**config.mk**
```make
export PLATFORM = sky130hd
export DESIGN_NAME = irq_aggregator
export DESIGN_NICKNAME = d
export VERILOG_FILES = /design/src/rtl/irq_agg_pkg.sv /design/src/rtl/irq_sync.sv /design/src/rtl/irq_glitch_filter.sv /design/src/rtl/irq_aggregator.sv
export SDC_FILE = /design/constraint.sdc
export NUM_CORES = 1
export LEC_CHECK = 0
export ABC_AREA = 1
export BUFFER_PORTS_ARGS = -buffer_cell sky130_fd_sc_hd__buf_2
export CAP_MARGIN = 20
export CORE_UTILIZATION = 42
export CTS_CLUSTER_DIAMETER = 40
export DETAILED_ROUTE_END_ITERATION = 8
export GPL_TIMING_DRIVEN = 0
export PLACE_DENSITY_LB_ADDON = 0.15
export SYNTH_ARGS = -nofsm -noshare
export SYNTH_HDL_FRONTEND = slang
export SYNTH_SLANG_ARGS = --single-unit
```
**constraint.sdc**
```tcl
create_clock -name clk_i -period 1.4 [get_ports clk_i]
set_input_delay 0.07 -clock clk_i [delete_from_list [all_inputs] [get_ports clk_i]]
set_output_delay 0.07 -clock clk_i [all_outputs]
set_load 0.005 [all_outputs]
```
**src/rtl/irq_agg_pkg.sv**
```systemverilog
package irq_agg_pkg;
  function automatic int cnt_width(input int a, input int b);
    int m;
    m = (a > b) ? a : b;
    return (m < 2) ? 1 : $clog2(m + 1);
  endfunction
endpackage

```
**src/rtl/irq_sync.sv**
```systemverilog
module irq_sync (
  input  logic clk_i,
  input  logic rst_ni,
  input  logic d_i,
  output logic q_o
);
  logic s1_q, s2_q;
  always_ff @(posedge clk_i or negedge rst_ni) begin
    if (!rst_ni) begin
      s1_q <= 1'b1;
      s2_q <= 1'b1;
    end else begin
      s1_q <= d_i;
      s2_q <= s1_q;
    end
  end
  assign q_o = s2_q;
endmodule

```
**src/rtl/irq_glitch_filter.sv**
```systemverilog
module irq_glitch_filter #(
  parameter int LOW_CYC  = 100,
  parameter int HIGH_CYC = 50
) (
  input  logic clk_i,
  input  logic rst_ni,
  input  logic raw_ni,
  output logic sync_o,
  output logic flt_o
);
  localparam int CW = irq_agg_pkg::cnt_width(LOW_CYC, HIGH_CYC);
  localparam logic [CW-1:0] LOW_LAST  = CW'(LOW_CYC - 1);
  localparam logic [CW-1:0] HIGH_LAST = CW'(HIGH_CYC - 1);

  logic          s;
  logic          flt_q;
  logic [CW-1:0] cnt_q;
  logic [CW-1:0] last;

  irq_sync i_sync (.clk_i(clk_i), .rst_ni(rst_ni), .d_i(raw_ni), .q_o(s));

  // idle (high) state needs the long low run to flip, pending needs the short high run
  assign last = flt_q ? LOW_LAST : HIGH_LAST;

  always_ff @(posedge clk_i or negedge rst_ni) begin
    if (!rst_ni) begin
      flt_q <= 1'b1;
      cnt_q <= '0;
    end else if (s == flt_q) begin
      cnt_q <= '0;
    end else if (cnt_q == last) begin
      flt_q <= s;
      cnt_q <= '0;
    end else begin
      cnt_q <= cnt_q + 1'b1;
    end
  end

  assign sync_o = s;
  assign flt_o  = flt_q;
endmodule

```
**src/rtl/irq_aggregator.sv**
```systemverilog
module irq_aggregator #(
  parameter int N_CH         = 4,
  parameter int LOW_REJ_CYC  = 100,
  parameter int HIGH_REJ_CYC = 50
) (
  input  logic              clk_i,
  input  logic              rst_ni,
  input  logic [N_CH-1:0]   irq_ni,
  input  logic [N_CH-1:0]   ch_sel_i,
  input  logic              rd_load_i,
  output logic              irq_no,
  output logic [2*N_CH-1:0] rd_byte_o
);
  logic [N_CH-1:0]   sync_w;
  logic [N_CH-1:0]   flt_w;
  logic              irq_q;
  logic [2*N_CH-1:0] rd_q;

  for (genvar n = 0; n < N_CH; n++) begin : g_ch
    irq_glitch_filter #(.LOW_CYC(LOW_REJ_CYC), .HIGH_CYC(HIGH_REJ_CYC)) i_flt (
      .clk_i (clk_i),
      .rst_ni(rst_ni),
      .raw_ni(irq_ni[n]),
      .sync_o(sync_w[n]),
      .flt_o (flt_w[n])
    );
  end

  always_ff @(posedge clk_i or negedge rst_ni) begin
    if (!rst_ni) begin
      irq_q <= 1'b1;
      rd_q  <= '0;
    end else begin
      irq_q <= &flt_w;
      if (rd_load_i) rd_q <= {~flt_w, ch_sel_i};
    end
  end

  assign irq_no    = irq_q;
  assign rd_byte_o = rd_q;
endmodule

```
# Word level (Yosys, flattened, before mapping)

Index checks and enable logic that the tools add are counted.

Register bits after elaboration: 49
Input bits: 11
Logic and storage cells: 52

$add $sub $neg: 4
Eq/ne operators: 8
Muxes and demuxes: 12
Bitwise logic cells: 5
Reductions and logical operators: 5

Operators with widths:

| operator                                                       | count |
|---|---|
| 7-bit two-way mux                                              | 12 |
| 7-bit by 1-bit adder with 7-bit output (second input constant) | 4 |
| 7-bit equality test                                            | 4 |
| 2-bit AND reduction                                            | 4 |
| 1-bit equality test                                            | 4 |
| 1-bit inverter                                                 | 4 |
| 4-bit inverter                                                 | 1 |
| 4-bit AND reduction                                            | 1 |

# Depth between registers and ports, before layout

Gate-level depths: netlist of the first run.

Depth in word-level cells: 4
Gate-level depth with buffers: 7

# Modules after synthesis

From an unflattened synthesis of the first run, not the netlist that was laid out.

Cell total of the unflattened synthesis: 278
Area, all modules: 2,329.7 um^2

Modules (own cells, without submodules):

| module            | instances | cells an instance | area an instance (um^2) |
|---|---|---|---|
| irq_glitch_filter | 4         | 57                | 440.4 |
| irq_aggregator    | 1         | 42                | 357.8 |
| irq_sync          | 4         | 2                 | 52.6 |

# Worst setup path before layout of the first run

Ideal clock, no wire load.

Path kind: reg2reg
Start point: register g_ch[2].i_flt.flt_q
End point: register g_ch[2].i_flt.cnt_q[5]
Arrival: 943 ps
Setup slack: 335 ps
Stages on the path, launching flop included: 6
Period minus slack after synthesis: 1,065 ps
Path through: dfstp_2 -> nand4_1 -> nand2_1 -> nand2_1 -> nand2_1 -> nor2_1

Word-level cells in the longest chain between the ends: 4

Ends and longest elaborated chain:

| what                   | line                    | text |
|---|---|---|
| start, declared        | irq_glitch_filter.sv:16 | `logic flt_q;` |
| start signal, assigned | irq_glitch_filter.sv:32 | `flt_q <= s;` |
| 7-bit two-way mux      | irq_glitch_filter.sv:23 | `assign last = flt_q ? LOW_LAST : HIGH_LAST;` |
| 7-bit equality test    | irq_glitch_filter.sv:31 | `end else if (cnt_q == last) begin` |
| 7-bit two-way mux      | irq_glitch_filter.sv:31 |  |
| 7-bit two-way mux *    | irq_glitch_filter.sv:29 | `end else if (s == flt_q) begin` |
| end signal, assigned   | irq_glitch_filter.sv:35 | `cnt_q <= cnt_q + 1'b1;` |
| end, declared          | irq_glitch_filter.sv:17 | `logic [CW-1:0] cnt_q;` |

Mark *: on every way between the ends. The rest lies on a longest branch, timed or not.
A chain may end at the register's enable or synchronous reset.

# Worst setup path after layout of the first run

Same ends and word-level chain as after synthesis.

==> metrics.md, run 1 <==
| Metric | Value |
|---|---|
| Outcome | complete, no violations |
| HP Class | input pin to flop |
| Worst-path clk slew | 0.09 ns |
| Worst Reg-to-Reg Cells | 5 |
| Fin. Hold Viols | 0 |
| Reg2reg setup slack | 0.18 ns |
| Depth of the CTS H-tree | 2 |
| First-pass GRT wire length | 6280 um |
| Worst skew pair latency | 0.30 ns |
| Sequential area share after synthesis | 0.577 |
| Cell Chain, Critical Path | nand4_1 -> nand2_1 -> nand2_1 -> nand2_1 -> nor2_1 |
| Vias in the first global route | 1482 |
| Synth Instances | 245 |
| Share of the synthesized area in the top cell type | 0.418 |
| Placed Area | 2330 um2 |
| Final Cycle Share | 0.868 |
| Crit end category | flop |
| Max-cap violations | 0 |
| Final Power | 2.77 mW |
| I/O Buffers | 19 |
| Initial antenna violation count | 0 |
| Slowest stage cell on the critical path | dfstp_2 |
| # diodes | 0 |
| Type of the worst setup path | flop to flop |
| Slew headroom | 0.660 |
| Maximum vdd ir drop | 0.000723 V |
| M1 GR Usage | 0.194 |
| Worst Path Buf+Inv | 0 |
| Starting Density | 0.447 |
| GRT Total Usage | 0.153 |
| Synthesized area | 2150 um2 |
| Initial DRC count | 67 |
| Startpoint Class | flop |
| Max Fclk | 822 MHz |
| Max Root-Sink Buffers | 2 |
| Crit path from | g_ch[2].i_flt.flt_o$_DFFE_PN1P_ |
| Proportion of layout cells with a drive suffix above 1 | 0.163 |
| Final ANT Viol Nets | 0 |
| Detailed-placement wirelength estimate | 2430 um |
| Skew final | 0.00553 ns |
| Largest net degree at the start of global routing | 50 |
| Wire per inst | 10.4 um |
| Total CTS buffers | 5 |
| #FFs+latches synth | 49 |
| Yosys synthesis warning count | 0 |
| Post-synth top area cell | dfrtp_1 |
| GP Congestion | 0.744 |
| Leakage power | 1.23 nW |
| CP Depth | 5 |
| Slew @ Worst Pin | 0.510 ns |
| DRC | 0 |
| Synthesized area per cell | 8.79 um2 |
| GR Layer Usage met2 | 0.247 |
| Hold WS | 0.0314 ns |
| Reg2reg end | g_ch[2].i_flt.cnt_q[5]$_DFF_PN0_ |
| CP dominant cell by count | nand2_1 |
| Die Span Y | 73.6 um |
| CP peak stage delay | 0.59 ns |
| Area growth, synth to finish | 19.0% |
| Vias after detailed routing | 1580 |
| Total grt overflow | 0 |
| Req. time, crit path | 1.59 ns |
| Fraction of registers with async set/reset | 1.00 |
| Power per cell area | 1080 nW/um2 |
| Setup_tns | 0 ns |
| GR Util met3 | 0.0480 |
| Crit path to | g_ch[2].i_flt.cnt_q[5]$_DFF_PN0_ |
| CTS tree | done |
| Area occupied by multi-input gates | 802 um2 |
| Nets | 296 |
| Synth top area cells | dfrtp_1, dfstp_2, nand2_1 |
| Unrepaired setup endpoints after global routing | no |
| Final core utilization | 0.532 |
| CTS-repair resized insts | 0 |
| Fin crit period | 1.22 ns |
| Core area | 4820 um2 |
| Yosys cell types | 17 |
| Final Instance Area | 2560 um2 |
| Most frequent cells in the layout | nand2_1, nor2_1, dfrtp_1 |
| CP top delay family | flip-flops |
| Top Usage Layer GRT | met2 |
| I/O pin count | 20 |
| First drt pass iteration count | 4 |
| Total wire length | 3640 um |
| Top_reg_cell synth | dfrtp_1 |
| Hold depth | 3 |
| Worst Hold Launch | rd_load_i |
| Worst reg2reg path startpoint | g_ch[2].i_flt.flt_o$_DFFE_PN1P_ |
| Mapped Nets | 260 |
| Commonest non-fill, non-tap cell in the layout | nand2_1 |
| # rows | 25 |
| Die ar. | 5420 um2 |
| Final Max Tran Viols | 0 |
| Die width | 73.6 um |
| # fillers | 463 |
| Clock tree root driver cell | clkbuf_8 |
| Crit-path max FO | 6 |
| Critical path arrival | 1.40 ns |
| Vias/cell | 4.53 |
| Number of flops mapped to enable cells by yosys | 0 |
| CTS sink count | 49 |
| Register area | 1240 um2 |
| Setup-failing EPs final | 0 |
-- sequential cells by signal, indices dropped and copies added, names as in the netlist --
name                    cells
irq_no                      1
rd_byte_o                   8
g_ch.i_flt.flt_o            4
g_ch.i_flt.i_sync.s1_q      4
g_ch.i_flt.cnt_q           28
g_ch.i_flt.i_sync.q_o       4
-- final cells by class --
class | instances | share of cell area
Buffer | 1 | 0.00146
Tap cell | 67 | 0.0327
Timing Repair Buffer | 29 | 0.0801
Sequential cell | 49 | 0.485
Multi-Input combinational cell | 167 | 0.313
Inverter | 28 | 0.0410
Clock inverter | 2 | 0.0146
Clock buffer | 6 | 0.0322
-- worst register-to-register path, delay by kind of cell (launching register included) --
kind	cells	cell delay, ns
flip-flops	1	0.59
AND/OR/NAND/NOR	5	0.53
-- Yosys cell counts (all sizes together) (4+ instances only) --
cell type	instances
nor3b	4
dfstp	13
dfrtp	36
nand2	72
o21ai	4
xor2	8
ha	4
inv	28
nor2	42
nand3	22
xnor2	4
-- how the worst min path moves through the flow --
stage                                                      to  slack (ns)
after floorplan              g_ch[0].i_flt.cnt_q[0]$_DFF_PN0_       -0.23
after global placement    g_ch[3].i_flt.i_sync.s1_q$_DFF_PN1_        0.17
after detailed placement  g_ch[2].i_flt.i_sync.s1_q$_DFF_PN1_        0.18
after CTS                            rd_byte_o[2]$_DFFE_PN0P_        0.03
after global routing                 rd_byte_o[2]$_DFFE_PN0P_        0.02
final                                rd_byte_o[2]$_DFFE_PN0P_        0.03
-- routing by layer --
layer | part of all wire | vias to the layer above
met2 | 0.43 | 27
met1 | 0.51 | 720
met5 | 0 | -
li1 | - | 827
met3 | 0.042 | 6
met4 | 0.016 | 0
-- kinds of logic (layout without fill, tap and decap cells) --
| logic type | Yosys count | count (layout) | share of synthesized area |
|---|---|---|---|
| flops | 49 | 49 | 0.577 |
| simple gates | 146 | 146 | 0.289 |
| xor+xnor | 12 | 12 | 0.0488 |
| compound gates | 5 | 5 | 0.0116 |
| fa+ha+maj | 4 | 4 | 0.0232 |
| buf+inv | 29 | 66 | 0.0505 |
-- where the power goes --
group | internal, mW | switching, mW | leakage, nW | total [mW]
Combinational | 0.0838 | 0.0985 | 0.569 | 0.182
Sequential | 1.48 | 0.0451 | 0.608 | 1.53
Clock | 0.581 | 0.479 | 0.0574 | 1.06
-- timing repair --
| item | 4_1_cts | 5_1_grt |
|---|---|---|
| hold buffers | 9 | 0 |
| endpoints found under the hold margin | 42 | 0 |
| buffers inserted | 0 | 0 |
| setup endpoints to repair | 0 | 0 |
-- stage by stage --
stage                     std cells  setup WS (ns)
after floorplan                 245          0.335
after global placement          331          0.201
after detailed placement        331          0.199
after CTS                       348          0.174
after global routing            349         0.0492
final                           349          0.184
No activity file was read; power rests on OpenSTA's default activity.
==> inputs of run 2 (changes only) <==
==> constraint.sdc (replaced) <==
create_clock -name clk_i -period 1.3 [get_ports clk_i]
set_input_delay 0.065 -clock clk_i [delete_from_list [all_inputs] [get_ports clk_i]]
set_output_delay 0.065 -clock clk_i [all_outputs]
set_load 0.005 [all_outputs]
==> run 2 against run 1 <==
Wire length rose by 1.6%. Cell area rose by 1.7%. Worst setup slack got worse by 0.084 ns. Largest power group unchanged. Largest cell class unchanged. Via count rose by 0.76%. Clock skew fell by 0.0011 ns. Fmax rose by 1.3%. Core utilization rose by 0.88 points.
==> metrics.md, run 2 (synthesis gave the netlist of run 1 again) <==
| Metric | Value |
|---|---|
| # diodes | 0 |
| Leakage power | 1.24 nW |
| Clock Power Share | 0.381 |
| Worst Reg-to-Reg Cells | 5 |
| Commonest non-fill, non-tap cell in the layout | nand2_1 |
| Initial antenna violation count | 0 |
| Crit path from | g_ch[0].i_flt.flt_o$_DFFE_PN1P_ |
| I/O pin count | 20 |
| Depth of the CTS H-tree | 2 |
| Crit-path max FO | 6 |
| Largest net degree at the start of global routing | 50 |
| Outcome | complete, no violations |
| Top reg by flops | g_ch.i_flt.cnt_q |
| Total grt overflow | 0 |
| DRC | 0 |
| GRT Total Usage | 0.153 |
| Die width | 73.6 um |
| Int Pwr | 2.32 mW |
| Hold depth | 3 |
| Req. time, crit path | 1.49 ns |
| Die Span Y | 73.6 um |
| I/O Buffers | 19 |
| Crit end category | flop |
| Area occupied by multi-input gates | 830 um2 |
| Max-cap violations | 0 |
| Clock tree root driver cell | clkbuf_8 |
| Worst reg2reg path startpoint | g_ch[0].i_flt.flt_o$_DFFE_PN1P_ |
| Final Cycle Share | 0.923 |
| First-pass GRT wire length | 6280 um |
| Proportion of layout cells with a drive suffix above 1 | 0.201 |
| HP Class | input pin to flop |
| Final ANT Viol Nets | 0 |
| Register area | 1240 um2 |
| Worst-path clk slew | 0.09 ns |
| Max Root-Sink Buffers | 2 |
| Vias/cell | 4.54 |
| Wire per inst | 10.5 um |
| Vias after detailed routing | 1592 |
| Final core utilization | 0.541 |
| Core area | 4820 um2 |
| Total CTS buffers | 5 |
| Logic pwr share | 0.070 |
| Starting Density | 0.447 |
| Switching Share | 0.225 |
| Total wire length | 3700 um |
| Vias in the first global route | 1482 |
| Hold worst-path end | rd_byte_o[2]$_DFFE_PN0P_ |
| Skew final | 0.00444 ns |
| Area growth, synth to finish | 21.0% |
| Fin crit period | 1.20 ns |
| Max Fclk | 833 MHz |
| Maximum vdd ir drop | 0.000779 V |
| Startpoint Class | flop |
| Net Sw Power | 0.674 mW |
| Hold WS | 0.0248 ns |
| Initial DRC count | 69 |
| Most frequent cells in the layout | nand2_1, nor2_1, dfrtp_1 |
| Final Max Tran Viols | 0 |
| Detailed-placement wirelength estimate | 2430 um |
| Die ar. | 5420 um2 |
| CTS sink count | 49 |
| Critical path arrival | 1.39 ns |
| Unrepaired setup endpoints after global routing | yes |
| Slew headroom | 0.657 |
| Fin. Hold Viols | 0 |
| Power per cell area | 1150 nW/um2 |
| # rows | 25 |
| Type of the worst setup path | flop to flop |
| Max reg flops | 28 |
| Reg2reg setup slack | 0.10 ns |
| Nets | 298 |
| Reg2reg end | g_ch[0].i_flt.cnt_q[6]$_DFF_PN0_ |
| Worst Hold Launch | rd_load_i |
| Worst skew pair latency | 0.30 ns |
| # fillers | 460 |
| CTS tree | done |
| First drt pass iteration count | 4 |
| Setup-failing EPs final | 0 |
| Slew @ Worst Pin | 0.514 ns |
| Sequential share of power | 0.549 |
| GP Congestion | 0.744 |
## run 2: changes by cell type in the layout (fill, tap and decap cells not counted), sizes merged
cell	before	now
buf	20	22
## run 2: stage by stage
stage               instances  area, um2  setup TNS, ns  power (mW)  worst slack, ns
global route              351       2610        -0.0204        3.13          -0.0198
global placement          331       2330              0        1.84            0.101
detailed placement        331       2330              0        1.85           0.0993
CTS                       348       2540              0        3.02           0.0793
finish                    351       2610              0        2.99            0.100
floorplan                 245       2150              0        1.75            0.235
## run 2: what timing repair did
| action | 4_1_cts | 5_1_grt |
|---|---|---|
| setup endpoints to repair | 0 | 12 |
| resized for setup | 0 | 9 |
| hold endpoints to repair | 44 | 0 |
| setup buffers | 0 | 2 |
| hold buffers | 9 | 0 |
## run 2: layout make-up
class | count | share of cell area
buffer | 1 | 0.00144
multi-input combinational | 167 | 0.318
timing repair buffer | 31 | 0.0845
inverter | 28 | 0.0403
sequential | 49 | 0.477
tap | 67 | 0.0322
clock buffer | 6 | 0.0317
clock inverter | 2 | 0.0144
## run 2: metal layers
metal / global-route usage / vias to the layer above / part of all wire
met5: 0 / - / 0
li1: - / 834 / -
met1: 0.194 / 727 / 0.51
met2: 0.247 / 25 / 0.43
met3: 0.0480 / 6 / 0.040
met4: 0.0577 / 0 / 0.016
## run 2: worst max-delay path: stages (launching register included)
cell and delay, ns:
dfstp_2 0.59, nand4_1 0.10, nand2_1 0.08, nand2_1 0.07, nand2_1 0.17, nor2_1 0.07
## run 2: worst max-delay path by stage
stage / endpoint / slack, ns / cells past startpoint
2_1_floorplan: g_ch[2].i_flt.cnt_q[5]$_DFF_PN0_ / 0.24 / 5
3_5_place_dp: g_ch[0].i_flt.cnt_q[6]$_DFF_PN0_ / 0.1 / 5
4_1_cts: g_ch[1].i_flt.cnt_q[6]$_DFF_PN0_ / 0.08 / 2
5_1_grt: g_ch[0].i_flt.cnt_q[6]$_DFF_PN0_ / -0.02 / 7
6_report: g_ch[0].i_flt.cnt_q[6]$_DFF_PN0_ / 0.10 / 5
3_3_place_gp: g_ch[0].i_flt.cnt_q[5]$_DFF_PN0_ / 0.10 / 5
## run 2: power by group through the flow
stage | clock, mW | sequential, mW | combinational, mW
after floorplan | 0 | 1.67 | 0.0870
after global placement | 0 | 1.67 | 0.171
after detailed placement | 0 | 1.67 | 0.173
after CTS | 1.18 | 1.65 | 0.194
after global routing | 1.23 | 1.65 | 0.243
final | 1.14 | 1.64 | 0.210
